## config.mk

```make
export PLATFORM = sky130hd
export DESIGN_NAME = bcd_calendar_core
export DESIGN_NICKNAME = d
export VERILOG_FILES = /design/src/rtl/bcd_cal_pkg.sv /design/src/rtl/bcd_cal_phase.sv /design/src/rtl/bcd_cal_hour.sv /design/src/rtl/bcd_cal_date.sv /design/src/rtl/bcd_calendar_core.sv
export SDC_FILE = /design/constraint.sdc
export NUM_CORES = 1
export LEC_CHECK = 0
export ABC_AREA = 1
export BUFFER_PORTS_ARGS = -buffer_cell sky130_fd_sc_hd__buf_2
export CORE_MARGIN = 5
export CORE_UTILIZATION = 50
export CTS_BUF_LIST = sky130_fd_sc_hd__clkbuf_2 sky130_fd_sc_hd__clkbuf_4 sky130_fd_sc_hd__clkbuf_8
export DETAILED_ROUTE_END_ITERATION = 10
export PLACE_DENSITY_LB_ADDON = 0.12
export SETUP_SLACK_MARGIN = 0.05
export SLEW_MARGIN = 30
export SYNTH_ARGS = -nofsm -noshare
export SYNTH_HDL_FRONTEND = slang
export SYNTH_HIERARCHICAL = 1
export SYNTH_SLANG_ARGS = --single-unit
```

## constraint.sdc

```tcl
create_clock -name clk -period 3 [get_ports clk]
set_input_delay 0.15 -clock clk [delete_from_list [all_inputs] [get_ports clk]]
set_output_delay 0.15 -clock clk [all_outputs]
set_load 0.02 [all_outputs]
```

## src/rtl/bcd_cal_pkg.sv

```systemverilog
package bcd_cal_pkg;

   typedef enum logic [2:0] {
      F_SEC   = 3'd0,
      F_MIN   = 3'd1,
      F_HOUR  = 3'd2,
      F_DATE  = 3'd3,
      F_MONTH = 3'd4,
      F_DAY   = 3'd5,
      F_YEAR  = 3'd6,
      F_CTRL  = 3'd7
   } cal_field_e;

   localparam logic [7:0] SEC_RST   = 8'h80;
   localparam logic [7:0] MIN_RST   = 8'h00;
   localparam logic [7:0] HOUR_RST  = 8'h12;
   localparam logic [7:0] DATE_RST  = 8'h01;
   localparam logic [7:0] MONTH_RST = 8'h01;
   localparam logic [7:0] DAY_RST   = 8'h01;
   localparam logic [7:0] YEAR_RST  = 8'h00;

   // two-digit BCD increment without range check
   function automatic logic [7:0] bcd_inc(input logic [7:0] v);
      if (v[3:0] == 4'h9) bcd_inc = {v[7:4] + 4'h1, 4'h0};
      else                bcd_inc = {v[7:4], v[3:0] + 4'h1};
   endfunction

   // year divisible by 4: even tens with units 0/4/8, odd tens with 2/6
   function automatic logic leap_year(input logic [7:0] y);
      if (y[4]) leap_year = (y[3:0] == 4'h2) || (y[3:0] == 4'h6);
      else      leap_year = (y[3:0] == 4'h0) || (y[3:0] == 4'h4) || (y[3:0] == 4'h8);
   endfunction

   function automatic logic [7:0] month_len(input logic [7:0] m, input logic leap);
      case (m)
         8'h02:                      month_len = leap ? 8'h29 : 8'h28;
         8'h04, 8'h06, 8'h09, 8'h11: month_len = 8'h30;
         default:                    month_len = 8'h31;
      endcase
   endfunction

endpackage

```

## src/rtl/bcd_cal_phase.sv

```systemverilog
module bcd_cal_phase #(
   parameter int SUB_TICKS = 4
) (
   input  logic clk,
   input  logic rst_n,
   input  logic run_i,
   input  logic tick_i,
   input  logic clear_i,
   output logic sec_pulse_o
);

   generate
      if (SUB_TICKS == 1) begin : g_direct
         assign sec_pulse_o = run_i & tick_i;
      end else begin : g_count
         localparam int PW = $clog2(SUB_TICKS);
         localparam logic [PW-1:0] LAST = PW'(SUB_TICKS - 1);
         logic [PW-1:0] phase_q;

         always_ff @(posedge clk or negedge rst_n) begin
            if (!rst_n)                phase_q <= '0;
            else if (clear_i)          phase_q <= '0;
            else if (run_i && tick_i)  phase_q <= (phase_q == LAST) ? '0 : phase_q + PW'(1);
         end

         assign sec_pulse_o = run_i & tick_i & (phase_q == LAST);
      end
   endgenerate

endmodule

```

## src/rtl/bcd_cal_hour.sv

```systemverilog
module bcd_cal_hour (
   input  logic       mode24_i,
   input  logic [5:0] hval_i,
   output logic [7:0] hour_nx_o,
   output logic       day_carry_o
);

   logic       pm;
   logic [4:0] h12;

   assign pm  = hval_i[5];
   assign h12 = hval_i[4:0];

   always_comb begin
      hour_nx_o   = {mode24_i, 1'b0, hval_i};
      day_carry_o = 1'b0;
      if (mode24_i) begin
         if (hval_i == 6'h23) begin
            hour_nx_o   = 8'h80;
            day_carry_o = 1'b1;
         end else if (hval_i[3:0] == 4'h9) begin
            hour_nx_o = {2'b10, hval_i[5:4] + 2'd1, 4'h0};
         end else begin
            hour_nx_o = {2'b10, hval_i[5:4], hval_i[3:0] + 4'h1};
         end
      end else begin
         if (h12 == 5'h11) begin
            hour_nx_o   = {2'b00, ~pm, 5'h12};
            day_carry_o = pm;
         end else if (h12 == 5'h12) begin
            hour_nx_o = {2'b00, pm, 5'h01};
         end else if (h12[3:0] == 4'h9) begin
            hour_nx_o = {2'b00, pm, 1'b1, 4'h0};
         end else begin
            hour_nx_o = {2'b00, pm, h12[4], h12[3:0] + 4'h1};
         end
      end
   end

endmodule

```

## src/rtl/bcd_cal_date.sv

```systemverilog
module bcd_cal_date
   import bcd_cal_pkg::*;
(
   input  logic       adv_i,
   input  logic [7:0] date_i,
   input  logic [7:0] month_i,
   input  logic [7:0] year_i,
   input  logic [7:0] day_i,
   output logic [7:0] date_nx_o,
   output logic [7:0] month_nx_o,
   output logic [7:0] year_nx_o,
   output logic [7:0] day_nx_o
);

   logic [7:0] last_date;

   assign last_date = month_len(month_i, leap_year(year_i));

   always_comb begin
      date_nx_o  = date_i;
      month_nx_o = month_i;
      year_nx_o  = year_i;
      day_nx_o   = day_i;
      if (adv_i) begin
         day_nx_o = (day_i == 8'h07) ? 8'h01 : bcd_inc(day_i);
         if (date_i == last_date) begin
            date_nx_o = 8'h01;
            if (month_i == 8'h12) begin
               month_nx_o = 8'h01;
               year_nx_o  = (year_i == 8'h99) ? 8'h00 : bcd_inc(year_i);
            end else begin
               month_nx_o = bcd_inc(month_i);
            end
         end else begin
            date_nx_o = bcd_inc(date_i);
         end
      end
   end

endmodule

```

## src/rtl/bcd_calendar_core.sv

```systemverilog
module bcd_calendar_core
   import bcd_cal_pkg::*;
#(
   parameter int SUB_TICKS = 4
) (
   input  logic       clk,
   input  logic       rst_n,
   input  logic       tick_i,
   input  logic       wr_en_i,
   input  logic [2:0] wr_sel_i,
   input  logic [7:0] wr_data_i,
   output logic [7:0] sec_o,
   output logic [7:0] min_o,
   output logic [7:0] hour_o,
   output logic [7:0] date_o,
   output logic [7:0] month_o,
   output logic [7:0] day_o,
   output logic [7:0] year_o,
   output logic       wp_o
);

   generate
      if (SUB_TICKS < 1) begin : g_bad_sub_ticks
         $error("SUB_TICKS must be at least 1");
      end
   endgenerate

   cal_field_e sel;
   logic [7:0] sec_q, min_q, hour_q, date_q, month_q, day_q, year_q;
   logic       wp_q;
   logic       time_wr, sec_pulse, sec_wrap, min_wrap, hour_carry, date_adv;
   logic [7:0] hour_nx, date_nx, month_nx, year_nx, day_nx;

   assign sel      = cal_field_e'(wr_sel_i);
   assign time_wr  = wr_en_i & ~wp_q & (sel != F_CTRL);
   assign sec_wrap = (sec_q[6:0] == 7'h59);
   assign min_wrap = (min_q == 8'h59);
   assign date_adv = sec_pulse & sec_wrap & min_wrap & hour_carry;

   bcd_cal_phase #(.SUB_TICKS(SUB_TICKS)) phase_i (
      .clk         (clk),
      .rst_n       (rst_n),
      .run_i       (~sec_q[7] & ~time_wr),
      .tick_i      (tick_i),
      .clear_i     (time_wr & (sel == F_SEC)),
      .sec_pulse_o (sec_pulse)
   );

   bcd_cal_hour hour_i (
      .mode24_i    (hour_q[7]),
      .hval_i      (hour_q[5:0]),
      .hour_nx_o   (hour_nx),
      .day_carry_o (hour_carry)
   );

   bcd_cal_date date_i (
      .adv_i      (date_adv),
      .date_i     (date_q),
      .month_i    (month_q),
      .year_i     (year_q),
      .day_i      (day_q),
      .date_nx_o  (date_nx),
      .month_nx_o (month_nx),
      .year_nx_o  (year_nx),
      .day_nx_o   (day_nx)
   );

   always_ff @(posedge clk or negedge rst_n) begin
      if (!rst_n)                           wp_q <= 1'b1;
      else if (wr_en_i && sel == F_CTRL)    wp_q <= wr_data_i[7];
   end

   always_ff @(posedge clk or negedge rst_n) begin
      if (!rst_n) begin
         sec_q   <= SEC_RST;
         min_q   <= MIN_RST;
         hour_q  <= HOUR_RST;
         date_q  <= DATE_RST;
         month_q <= MONTH_RST;
         day_q   <= DAY_RST;
         year_q  <= YEAR_RST;
      end else if (time_wr) begin
         case (sel)
            F_SEC:   sec_q   <= wr_data_i;
            F_MIN:   min_q   <= wr_data_i;
            F_HOUR:  hour_q  <= wr_data_i;
            F_DATE:  date_q  <= wr_data_i;
            F_MONTH: month_q <= wr_data_i;
            F_DAY:   day_q   <= wr_data_i;
            F_YEAR:  year_q  <= wr_data_i;
            default: ;
         endcase
      end else if (sec_pulse) begin
         sec_q <= sec_wrap ? 8'h00 : bcd_inc(sec_q);
         if (sec_wrap) begin
            min_q <= min_wrap ? 8'h00 : bcd_inc(min_q);
            if (min_wrap) begin
               hour_q  <= hour_nx;
               date_q  <= date_nx;
               month_q <= month_nx;
               year_q  <= year_nx;
               day_q   <= day_nx;
            end
         end
      end
   end

   assign sec_o   = sec_q;
   assign min_o   = min_q;
   assign hour_o  = hour_q;
   assign date_o  = date_q;
   assign month_o = month_q;
   assign day_o   = day_q;
   assign year_o  = year_q;
   assign wp_o    = wp_q;

endmodule

```

==> flow_summary_export.csv <==
group,metric,value,unit
placement,postPlaceCellArea,0.005441,sq mm
pwr,power_density,818.6,mW/mm^2
yosys,synth_adder_area_share,0.05714,
critical_path,max_stage_delay,0.57,ns
min_path,hp-class,"in -> reg",
yosys,synthTopCellsByArea,"dfrtp_1 26%, nand2_1 25%, nand4_1 7.1%",
floorplanning,initial_core_util,0.5129,
critical_path,r2r_cells,18,
floorplanning,core_area,0.009819,sq mm
critical_path,cp_num_cells,18,
yosys,synth_compound_area_frac,0.05242,
layout,drive_gt1_frac,0.1716,
flow_run,cap_violations,0,
critical_path,startpoint,"hour_o[4]",
critical_path,critPathLaunchType,"flop",
cts,htree_levels,3,
pwr,p_int,0.002402,W
timing,fin_crit_sh,0.9025,
timing,tightest_slew,0.8744,ns
yosys,synth_edf_count,0,
cts,clock_sinks,59,
routing,ant_nets,0,
global_routing,antenna_found_initial,0,
yosys,synth_top_family_by_area,"simple AND/OR/NAND/NOR gates",
cts,clk_pin_slew,0.07,ns
placement,portBuffers,71,
timing,fmax,369.4,MHz
global_routing,met2_usage,0.4120,
yosys,synth_ff_type,"dfrtp_1",
critical_path,cpMostUsedCell,"nand2_1",
cts,cts_tree,"done",
timing,fin_crit,2.707,ns
critical_path,cpLargestDelayFamily,"simple AND/OR/NAND/NOR gates",
layout,fill_cells,1004,
cts,cts_setup_buffers,0,
floorplanning,die_h,110.4,microns
critical_path,cp_max_fo,26,
routing,drc,0,
pwr,clock_power_share,0.184,
critical_path,crit_path_cell_trace,"inv_1 > nor4_2 > ha_1 > nor2_1 > nor2_1 > nand2_1 > nor2_4 > buf_12 > nand2_1 > inv_1 > o21ai_0 > a21oi_1 > nand2_1 > o21ai_0 > nand2_1 > nand2_1 > nand4_1 > nand2_1",
yosys,synth_area,0.005036,sq mm
routing,dr.first_iter.drc_count,412,
timing,timing.final.hold_violations,0,
global_routing,grt_pass1_wl,24490,microns
floorplanning,die_w,110.4,microns
yosys,yosys.area.top_type_share,0.2584,
yosys,synth-xor-area-share,0.02957,
critical_path,cp_num_buf_inv,3,
layout,fin_nets,872,
routing,post_drt_wl_per_cell,14.87,microns
critical_path,critical_path.endpoint,"date_o[3]",
global_routing,grtUsageMet1,0.3474,
global_routing,grt_util_all_layers,0.2547,
critical_path,crit_slowest_cell,"dfstp_2",
layout,area_delta_synth_final,13.61,%
routing,via_count,5275,
yosys,yosys_warnings,6,
routing,finalWirelength,14460,microns
pwr,finalPower,0.004684,W
pwr,ir_drop,495.6,uV
critical_path,end_kind,"flop",
placement,dp_hpwl,10200,microns
yosys,ys_top_cells_by_count,"333 x nand2_1, 69 x inv_1, 57 x nand4_1",
global_routing,overflow,0,
cts,root_buffer,"clkbuf_8",
critical_path,worstSetupPathType,"reg -> reg",
yosys,syn_avg_cell_area,6.575,sq um
timing,slew_viol_final,0,
timing,slew_headroom,0.4131,
critical_path,reg2reg_from,"hour_o[4]",
timing,rsz0062_at_grt,"yes",
yosys,synth-async-reset-ratio,1.000,
floorplanning,die_area,0.01218,sq mm
yosys,synth_area_leader_cell,"dfrtp_1",
yosys,ys_types,39,
status,status,"finished clean",
global_routing,busiest_layer,"met2",
cts,clk_latency,0.35,ns
pwr,switching_power,0.002282,W
pwr,netSwitchingFraction,0.4872,
critical_path,crit_arrival,2.99,ns
yosys,yosysSeqAreaShare,0.2949,
floorplanning,io_pins,72,
cts,cts_buffers,9,
timing,finClkSkew,0.01179,ns
global_routing,met3_usage,0.04426,
cts,clk_path_buf_depth,2,
floorplanning,placementRows,36,
yosys,yosysMostFrequentCell,"nand2_1",
routing,vias_per_cell,5.427,
pwr,seq_power_share,0.340,
routing,drt_pass1_iterations,5,
global_routing,grt_start_max_net_pins,50,
yosys,synth_seq_cells,59,
timing,finalSetupViolCount,0,
yosys,syn_nets,804,
critical_path,cp_data_required_time,3.28,ns
yosys,synth_mux_area_frac,0.002236,
layout,diodes,0,
critical_path,r2r-end,"date_o[3]",
layout,final_area,0.005722,sq mm
pwr,p_comb_frac,0.476,
pwr,p_leak,3.216,nW
placement,globalplace.congestion,0.9249,
yosys,postSynthCellCount,766,
yosys,yosys.area_share.simple,0.4678,
global_routing,first_global_vias,5083,
critical_path,r2r_slack,0.29,ns
## worst min-delay path by stage
stage | to | startpoint | slack (ns) | cells past startpoint
after floorplan | date_o[1] | rst_n | -0.15 | 0
after global placement | sec_o[1] | rst_n | 0.15 | 1
after detailed placement | sec_o[1] | rst_n | 0.16 | 1
after CTS | wp_o | wr_data_i[7] | 0.04 | 2
after global routing | wp_o | wr_data_i[7] | 0.06 | 2
final | wp_o | wr_data_i[7] | 0.05 | 2
## layer usage
layer / vias to the layer above / share of wire / wire length [microns]
met2: 140 / 0.46 / 6695
li1: 2617 / - / -
met4: 0 / 0.018 / 255
met3: 22 / 0.062 / 895
met1: 2496 / 0.46 / 6611
met5: - / 0 / 0
## power by group through the flow
stage / logic (W) / registers, W / clock network [W]
finish: 0.00223 / 0.00159 / 0.000861
global placement: 0.00218 / 0.00157 / 0
detailed placement: 0.00222 / 0.00159 / 0
floorplan: 0.00132 / 0.00180 / 0
global route: 0.00254 / 0.00166 / 0.000917
CTS: 0.00223 / 0.00158 / 0.000877
## cells by family (layout without fill, tap and decap cells)
kind of cell | Yosys count | count (layout)
compound gates | 47 | 47
xor+xnor | 17 | 17
fa+ha+maj | 23 | 23
buf+inv | 99 | 172
flops | 59 | 59
mux | 1 | 1
other cells | 1 | 1
simple gates | 519 | 519
## final cells by class
| cell class | instances | area, sq um | share of cell area |
|---|---|---|---|
| clock buffer | 12 | 158.9 | 0.02777 |
| clock inverter | 4 | 72.57 | 0.01268 |
| inverter | 76 | 287.8 | 0.05030 |
| multi-input combinational | 608 | 3100 | 0.5419 |
| sequential | 59 | 1485 | 0.2596 |
| tap | 133 | 166.4 | 0.02908 |
| timing repair buffer | 80 | 450.4 | 0.07872 |
## stage by stage
stage | setup TNS, ns | instances | worst slack (ns) | hold WS, ns | util
2_1_floorplan | 0 | 766 | 0.2998 | -0.1456 | -
3_3_place_gp | 0 | 955 | 0.2397 | 0.1459 | 0.5542
3_5_place_dp | 0 | 955 | 0.2150 | 0.1572 | 0.5542
4_1_cts | 0 | 972 | 0.1843 | 0.04028 | 0.5787
5_1_grt | -0.005153 | 972 | -0.005153 | 0.05524 | 0.5827
6_report | 0 | 972 | 0.2926 | 0.05495 | 0.5827
## what timing repair did
item	CTS	global route
hold buffers	1	0
gates resized for setup	0	11
endpoints found under the setup margin	0	3
hold endpoints to repair	19	0
## state kept, by name, indices dropped and copies added, names as in the netlist
name                     flops
year_o                       8
hour_o                       8
min_o                        8
wp_o                         1
phase_i/g_count.phase_q      2
month_o                      8
date_o                       8
day_o                        8
sec_o                        8
## cells in the final DEF (no fill, tap or decap), types with 7 or more instances in the layout
cell / count
nand2_1: 333
buf_2: 71
inv_1: 68
nand4_1: 57
nand3_1: 52
dfrtp_1: 52
nor2_1: 40
o21ai_0: 27
ha_1: 23
xor2_1: 14
clkbuf_8: 11
nand2_2: 9
nand3_4: 7
inv_2: 7
dfstp_2: 7
No activity file was read; power rests on OpenSTA's default activity.
